## src/rtl/poh_chan_pkg.sv

```systemverilog
package poh_chan_pkg;

    typedef enum logic [1:0] {
        TS_GAP  = 2'd0,
        TS_DATA = 2'd1,
        TS_PAR  = 2'd2
    } slot_state_e;

endpackage

```

## src/rtl/poh_slot_timer.sv

```systemverilog
module poh_slot_timer
    import poh_chan_pkg::*;
#(
    parameter int NBYTES = 8,
    parameter int BW     = 8,
    parameter int DIV    = 4,
    parameter int GAP    = 8,
    localparam int DIVW  = $clog2(DIV),
    localparam int BITW  = $clog2(BW),
    localparam int BYTW  = $clog2(NBYTES),
    localparam int GAPW  = $clog2(GAP)
) (
    input  logic            clk,
    input  logic            rst,
    output slot_state_e     state_o,
    output logic [BITW-1:0] bit_o,
    output logic [BYTW-1:0] byte_o,
    output logic            tick_last_o,
    output logic            frame_load_o,
    output logic            sync_o,
    output logic            ser_clk_o
);

    localparam logic [DIVW-1:0] DIV_LAST  = DIVW'(DIV - 1);
    localparam logic [DIVW-1:0] DIV_HALF  = DIVW'(DIV / 2);
    localparam logic [BITW-1:0] BIT_LAST  = BITW'(BW - 1);
    localparam logic [BYTW-1:0] BYTE_LAST = BYTW'(NBYTES - 1);
    localparam logic [GAPW-1:0] GAP_LAST  = GAPW'(GAP - 1);

    slot_state_e     state_q, state_d;
    logic [DIVW-1:0] div_q, div_d;
    logic [BITW-1:0] bit_q, bit_d;
    logic [BYTW-1:0] byte_q, byte_d;
    logic [GAPW-1:0] gap_q, gap_d;
    logic            tick_last;

    assign tick_last = (div_q == DIV_LAST);

    // state register
    always_ff @(posedge clk) begin
        if (rst) begin
            state_q <= TS_GAP;
            div_q   <= '0;
            bit_q   <= '0;
            byte_q  <= '0;
            gap_q   <= GAP_LAST;
        end else begin
            state_q <= state_d;
            div_q   <= div_d;
            bit_q   <= bit_d;
            byte_q  <= byte_d;
            gap_q   <= gap_d;
        end
    end

    // next-state logic
    always_comb begin
        state_d = state_q;
        bit_d   = bit_q;
        byte_d  = byte_q;
        gap_d   = gap_q;
        div_d   = tick_last ? '0 : div_q + 1'b1;
        if (tick_last) begin
            unique case (state_q)
                TS_DATA: begin
                    if (bit_q == BIT_LAST) begin
                        state_d = TS_PAR;
                        bit_d   = '0;
                    end else begin
                        bit_d = bit_q + 1'b1;
                    end
                end
                TS_PAR: begin
                    if (byte_q == BYTE_LAST) begin
                        state_d = TS_GAP;
                        byte_d  = '0;
                        gap_d   = '0;
                    end else begin
                        state_d = TS_DATA;
                        byte_d  = byte_q + 1'b1;
                    end
                end
                TS_GAP: begin
                    if (gap_q == GAP_LAST) begin
                        state_d = TS_DATA;
                        gap_d   = '0;
                        bit_d   = '0;
                        byte_d  = '0;
                    end else begin
                        gap_d = gap_q + 1'b1;
                    end
                end
                default: begin
                    state_d = TS_GAP;
                    gap_d   = GAP_LAST;
                end
            endcase
        end
    end

    // outputs
    always_comb begin
        state_o      = state_q;
        bit_o        = bit_q;
        byte_o       = byte_q;
        tick_last_o  = tick_last;
        frame_load_o = tick_last && (state_q == TS_GAP) && (gap_q == GAP_LAST);
        sync_o       = (state_q == TS_DATA) && (byte_q == '0) && (bit_q == '0);
        ser_clk_o    = (div_q >= DIV_HALF);
    end

endmodule

```

## src/rtl/poh_drop_ser.sv

```systemverilog
module poh_drop_ser
    import poh_chan_pkg::*;
#(
    parameter int NBYTES = 8,
    parameter int BW     = 8,
    localparam int BITW  = $clog2(BW),
    localparam int BYTW  = $clog2(NBYTES)
) (
    input  logic                 clk,
    input  logic                 rst,
    input  slot_state_e          state_i,
    input  logic [BITW-1:0]      bit_i,
    input  logic [BYTW-1:0]      byte_i,
    input  logic                 frame_load_i,
    input  logic                 par_odd_i,
    input  logic                 cap_stb_i,
    input  logic [NBYTES*BW-1:0] cap_bytes_i,
    output logic                 drop_o
);

    localparam logic [BITW-1:0] MSB_IDX = BITW'(BW - 1);

    logic [BW-1:0] cap_q [NBYTES];
    logic [BW-1:0] out_q [NBYTES];
    logic [BW-1:0] cur_byte;

    for (genvar k = 0; k < NBYTES; k++) begin : g_buf
        always_ff @(posedge clk) begin
            if (rst) begin
                cap_q[k] <= '0;
                out_q[k] <= '0;
            end else begin
                if (cap_stb_i) begin
                    cap_q[k] <= cap_bytes_i[k*BW +: BW];
                end
                if (frame_load_i) begin
                    out_q[k] <= cap_q[k];
                end
            end
        end
    end

    assign cur_byte = out_q[byte_i];

    always_comb begin
        unique case (state_i)
            TS_DATA: drop_o = cur_byte[MSB_IDX - bit_i];
            TS_PAR:  drop_o = (^cur_byte) ^ par_odd_i;
            default: drop_o = 1'b0;
        endcase
    end

endmodule

```

## src/rtl/poh_add_deser.sv

```systemverilog
module poh_add_deser
    import poh_chan_pkg::*;
#(
    parameter int NBYTES = 8,
    parameter int BW     = 8,
    localparam int BYTW  = $clog2(NBYTES)
) (
    input  logic                 clk,
    input  logic                 rst,
    input  slot_state_e          state_i,
    input  logic [BYTW-1:0]      byte_i,
    input  logic                 tick_last_i,
    input  logic                 par_odd_i,
    input  logic                 din_i,
    input  logic                 err_clr_i,
    output logic [NBYTES*BW-1:0] held_o,
    output logic                 par_bad_o,
    output logic                 err_o
);

    logic [BW-1:0] sh_q;
    logic [BW-1:0] held_q [NBYTES];
    logic          err_q;
    logic          par_samp;
    logic          par_ok;

    assign par_samp  = tick_last_i && (state_i == TS_PAR);
    assign par_ok    = ((^sh_q) ^ din_i) == par_odd_i;
    assign par_bad_o = par_samp && !par_ok;
    assign err_o     = err_q;

    always_ff @(posedge clk) begin
        if (rst) begin
            sh_q <= '0;
        end else if (tick_last_i && (state_i == TS_DATA)) begin
            sh_q <= {sh_q[BW-2:0], din_i};
        end
    end

    always_ff @(posedge clk) begin
        if (rst) begin
            err_q <= 1'b0;
        end else if (par_bad_o) begin
            err_q <= 1'b1;
        end else if (err_clr_i) begin
            err_q <= 1'b0;
        end
    end

    for (genvar k = 0; k < NBYTES; k++) begin : g_held
        always_ff @(posedge clk) begin
            if (rst) begin
                held_q[k] <= '0;
            end else if (par_samp && par_ok && (byte_i == BYTW'(k))) begin
                held_q[k] <= sh_q;
            end
        end
        assign held_o[k*BW +: BW] = held_q[k];
    end

endmodule

```

## src/rtl/poh_ins_mux.sv

```systemverilog
module poh_ins_mux #(
    parameter int NBYTES  = 8,
    parameter int BW      = 8,
    parameter int B3_SLOT = 1
) (
    input  logic [NBYTES*BW-1:0] held_i,
    input  logic [NBYTES-1:0]    ins_en_i,
    input  logic                 stuff_ones_i,
    output logic [NBYTES*BW-1:0] ins_bytes_o,
    output logic [NBYTES-1:0]    ins_en_o
);

    for (genvar k = 0; k < NBYTES; k++) begin : g_slot
        if (k == B3_SLOT) begin : g_b3
            assign ins_en_o[k] = 1'b0;
        end else begin : g_norm
            assign ins_en_o[k] = ins_en_i[k];
        end
        assign ins_bytes_o[k*BW +: BW] = ins_en_o[k] ? held_i[k*BW +: BW]
                                                     : {BW{stuff_ones_i}};
    end

endmodule

```

## src/rtl/poh_serial_chan.sv

```systemverilog
module poh_serial_chan
    import poh_chan_pkg::*;
#(
    parameter int NBYTES  = 8,
    parameter int BW      = 8,
    parameter int DIV     = 4,
    parameter int GAP     = 8,
    parameter int B3_SLOT = 1
) (
    input  logic                 clk,
    input  logic                 rst,
    input  logic                 par_odd_i,
    input  logic                 cap_stb_i,
    input  logic [NBYTES*BW-1:0] cap_bytes_i,
    output logic                 ser_clk_o,
    output logic                 sync_o,
    output logic                 drop_data_o,
    input  logic                 add_data_i,
    input  logic [NBYTES-1:0]    ins_en_i,
    input  logic                 stuff_ones_i,
    input  logic                 err_clr_i,
    output logic [NBYTES*BW-1:0] ins_bytes_o,
    output logic [NBYTES-1:0]    ins_en_o,
    output logic                 par_err_o
);

    localparam int BITW = $clog2(BW);
    localparam int BYTW = $clog2(NBYTES);

    slot_state_e          tm_state;
    logic [BITW-1:0]      tm_bit;
    logic [BYTW-1:0]      tm_byte;
    logic                 tm_tick_last;
    logic                 tm_frame_load;
    logic [NBYTES*BW-1:0] add_held;
    logic                 add_par_bad;

    poh_slot_timer #(
        .NBYTES (NBYTES),
        .BW     (BW),
        .DIV    (DIV),
        .GAP    (GAP)
    ) u_timer (
        .clk          (clk),
        .rst          (rst),
        .state_o      (tm_state),
        .bit_o        (tm_bit),
        .byte_o       (tm_byte),
        .tick_last_o  (tm_tick_last),
        .frame_load_o (tm_frame_load),
        .sync_o       (sync_o),
        .ser_clk_o    (ser_clk_o)
    );

    poh_drop_ser #(
        .NBYTES (NBYTES),
        .BW     (BW)
    ) u_drop (
        .clk          (clk),
        .rst          (rst),
        .state_i      (tm_state),
        .bit_i        (tm_bit),
        .byte_i       (tm_byte),
        .frame_load_i (tm_frame_load),
        .par_odd_i    (par_odd_i),
        .cap_stb_i    (cap_stb_i),
        .cap_bytes_i  (cap_bytes_i),
        .drop_o       (drop_data_o)
    );

    poh_add_deser #(
        .NBYTES (NBYTES),
        .BW     (BW)
    ) u_add (
        .clk         (clk),
        .rst         (rst),
        .state_i     (tm_state),
        .byte_i      (tm_byte),
        .tick_last_i (tm_tick_last),
        .par_odd_i   (par_odd_i),
        .din_i       (add_data_i),
        .err_clr_i   (err_clr_i),
        .held_o      (add_held),
        .par_bad_o   (add_par_bad),
        .err_o       (par_err_o)
    );

    poh_ins_mux #(
        .NBYTES  (NBYTES),
        .BW      (BW),
        .B3_SLOT (B3_SLOT)
    ) u_mux (
        .held_i       (add_held),
        .ins_en_i     (ins_en_i),
        .stuff_ones_i (stuff_ones_i),
        .ins_bytes_o  (ins_bytes_o),
        .ins_en_o     (ins_en_o)
    );

endmodule

```

## config.mk

```make
export PLATFORM = sky130hd
export DESIGN_NAME = poh_serial_chan
export DESIGN_NICKNAME = d
export VERILOG_FILES = /design/src/rtl/poh_chan_pkg.sv /design/src/rtl/poh_slot_timer.sv /design/src/rtl/poh_drop_ser.sv /design/src/rtl/poh_add_deser.sv /design/src/rtl/poh_ins_mux.sv /design/src/rtl/poh_serial_chan.sv
export SDC_FILE = /design/constraint.sdc
export NUM_CORES = 1
export LEC_CHECK = 0
export BUFFER_PORTS_ARGS = -buffer_cell sky130_fd_sc_hd__buf_4
export CAP_MARGIN = 10
export CORE_MARGIN = 1.5
export CORE_UTILIZATION = 40
export CTS_BUF_LIST = sky130_fd_sc_hd__clkbuf_16
export DETAILED_ROUTE_END_ITERATION = 6
export GPL_ROUTABILITY_DRIVEN = 0
export HOLD_SLACK_MARGIN = 0.1
export SLEW_MARGIN = 30
export SYNTH_ARGS = -nofsm -noshare
export SYNTH_HDL_FRONTEND = slang
export SYNTH_SLANG_ARGS = --single-unit
```

## constraint.sdc

```tcl
create_clock -name clk -period 4 [get_ports clk]
set_input_delay 0.8 -clock clk [delete_from_list [all_inputs] [get_ports clk]]
set_output_delay 0.8 -clock clk [all_outputs]
set_load 0.02 [all_outputs]
```

==> results.sh <==
export IMPL_ys_warn_count=0
export IMPL_maxCapViolCount=0
export IMPL_slew_violations=0
export IMPL_grt_max_degree=65
export IMPL_initial_utilization_pct=40.87
export IMPL_synth_top_family_by_area="simple AND/OR/NAND/NOR gates"
export IMPL_cts_buffers_inserted=22
export IMPL_status="complete, no violations"
export IMPL_fmax_mhz=259.5
export IMPL_power_density_nw_per_um2=423.1
export IMPL_ys_seq_area_share_pct=62.81
export IMPL_cts_setup_buffers=0
export IMPL_r2r_setup_slack_ns=1.40
export IMPL_endpoint_kind="output port"
export IMPL_r2r_cells=6
export IMPL_root_buffer="clkbuf_16"
export IMPL_drc_errors=0
export IMPL_r2r_end="u_add.held_q[1][30]"
export IMPL_viasPerCell=4.569
export IMPL_firstDrtPassIters=4
export IMPL_grt_pass1_wl_mm=27.43
export IMPL_dp_final_hpwl_mm=12.19
export IMPL_fin_crit_ns=3.854
export IMPL_fp_dieH_um=157.9
export IMPL_setup_viol=0
export IMPL_synthCells=784
export IMPL_power_mw=4.910
export IMPL_placed_area_um2=10880
export IMPL_coreArea_um2=23470
export IMPL_rsz0062_at_grt="false"
export IMPL_synthMuxAreaShare_pct=4.890
export IMPL_synth_compound_area_share_pct=3.091
export IMPL_worstMarginPinSlew_ns=0.7954
export IMPL_totalWireLength_mm=17.58
export IMPL_async_flop_share_pct=0
export IMPL_ios=155
export IMPL_fin_setup_tns_ns=0
export IMPL_synthDistinctLibCells=46
export IMPL_synth_edff_count=184
export IMPL_synth_area_per_cell_um2=12.24
export IMPL_yosys_register_bits=209
export IMPL_clock_latency_ns=0.50
export IMPL_crit_fanout=16
export IMPL_die_area_um2=24920
export IMPL_skew_ns=0.009120
export IMPL_area_growth_pct=20.97
export IMPL_first_global_vias=5270
export IMPL_relSlewSlack_pct=46.98
export IMPL_final_area_um2=11610
export IMPL_num_vias=5638
export IMPL_critPathKind="reg2out"
export IMPL_period_share_pct=96.35
export IMPL_timing_hold_worst_endpoint="u_timer.gap_q[1]"
export IMPL_rows=56
export IMPL_cts_hold_buffers=0
export IMPL_synth_simple_area_share_pct=20.88
export IMPL_synth_flop_cell="edfxtp_1"
export IMPL_drt_initial_drc_count=298
export IMPL_required_ns=3.20
export IMPL_hold_class="reg2reg"
export IMPL_hold_viol=0
export IMPL_synthXorXnorAreaFrac_pct=2.074
export IMPL_antennaDiodeCount=0
export IMPL_clock_sinks=209
export IMPL_arrival_ns=3.05
export IMPL_r2r_start="u_add.sh_q[2]"
export IMPL_track_usage_pct=14.17
export IMPL_hold_start="u_timer.gap_q[1]"
export IMPL_htree_levels=1
export IMPL_clk_pin_slew_ns=0.06
export IMPL_ctsResizeCount=1
export IMPL_antenna_found_initial=0
export IMPL_min_path_cells=1
export IMPL_final_antenna_net_count=0
export IMPL_drive_above_1_share_pct=24.26
export IMPL_max_vdd_ir_drop_uv=239.3
export IMPL_cts_tree="yes"
export IMPL_cp_start_kind="register"
export IMPL_clk_path_buf_depth=3
export IMPL_leakagePower_nw=4.849
export IMPL_avgRoutedWirePerCell_um=14.24
export IMPL_synth_area_um2=9594
export IMPL_synthAdderAreaFrac_pct=2.217
export IMPL_io_buffer_count=152
export IMPL_overflow=0
export IMPL_fin_nets=996
export IMPL_synthesis_nets=880
export IMPL_die_w_um=157.9
export IMPL_dp_cells=1194
export IMPL_final_cells=1234
[registers in the layout, summed over array words and instances, names as in the netlist, 3 cells and up, named ones only]
signal	cells
u_add.held_q	56
u_add.sh_q	8
u_drop.cap_q	64
u_drop.out_q	64
u_timer.bit_o	3
u_timer.byte_o	3
u_timer.gap_q	3
[power breakdown]
part	leakage (nW)	internal, mW	total (mW)	switching, mW
registers	2.13	2.50	2.54	0.0363
clock network	0.360	1.16	1.94	0.776
logic	2.35	0.204	0.437	0.232
[routing by layer]
layer | share of wire, % | vias up | GRT usage, % | wire length, µm
met5 | 0 | - | 0 | 0
met2 | 48 | 166 | 24.58 | 8371
li1 | - | 2900 | - | -
met4 | 1.9 | 0 | 4.178 | 335
met3 | 5.8 | 23 | 2.573 | 1021
met1 | 45 | 2549 | 18.05 | 7848
[stage by stage]
step,setup WS (ns),hold WS [ns],util (%)
floorplan,0.6568,0.4323,-
global placement,0.4564,0.4501,46.35
detailed placement,0.4675,0.4598,46.35
CTS,0.04055,0.4749,49.33
global route,0.004028,0.4902,49.45
finish,0.1460,0.4683,49.45
[critical path, stage by stage, from the launching register on]
cell,delay (ns)
dfxtp_1,0.31
buf_4,0.25
mux4_2,0.58
mux2i_4,0.17
xnor3_1,0.41
xnor3_1,0.40
nand2_1,0.07
a21boi_2,0.18
buf_4,0.16
[cell usage in the layout, fill, tap and decap left out, types with 9 or more instances in the layout]
cell	n
dfxtp_1	24
inv_1	17
a21oi_1	24
nor2_1	22
ha_1	17
clkbuf_16	23
mux4_2	13
edfxtp_1	184
nand2b_1	9
and3_1	28
nand2_1	138
and2_1	161
nor3_1	11
xnor2_1	13
buf_4	159
[Yosys cell counts, drive strengths merged, types with 3 or more instances]
library cell    n  share of area (%)
edfxtp        184                 58
and2          161                 10
nand2         138                5.4
clkbuf         47                1.9
and3           28                1.8
dfxtp          25                5.2
a21oi          24                1.3
nor2           23               0.90
buf            22                1.7
ha             17                2.2
mux4           15                3.6
xnor2          13                1.2
inv            12               0.47
nor3           12               0.68
nand2b         10               0.65
mux2            6               0.70
a31o            4               0.37
mux2i           4               0.59
nand3           4               0.21
nor2b           4               0.26
a211o           3               0.27
a21o            3               0.23
o21ai           3               0.16
xnor3           3               0.70
[worst max path at each step]
stage / from / end / slack (ns) / depth (start not counted)
after floorplan: rst / u_drop.out_q[0][0] / 0.66 / 3
after global placement: register / drop_data_o / 0.46 / 8
after detailed placement: register / drop_data_o / 0.47 / 8
after CTS: register / drop_data_o / 0.04 / 8
after global routing: register / drop_data_o / 0.004 / 8
final: register / drop_data_o / 0.15 / 8
[area by class of cell]
| cell class | instances | area [µm²] |
|---|---|---|
| flip-flops and latches | 209 | 6027 |
| repair buffers | 161 | 1241 |
| fillers | 2056 | 11870 |
| clock buffers | 23 | 575.6 |
| well taps | 319 | 399.1 |
| inverters | 12 | 45.04 |
| multi-input cells | 494 | 3197 |
| clock inverters | 16 | 121.4 |
[logic make-up (layout without fill, tap and decap cells)]
kind of cell | Yosys count | after routing
flops | 209 | 209
other cells | 1 | 1
xor+xnor | 18 | 18
fa+ha+maj | 17 | 17
compound gates | 47 | 47
buf+inv | 81 | 212
simple gates | 386 | 386
mux | 25 | 25
Power figures use the tool's default switching activity.
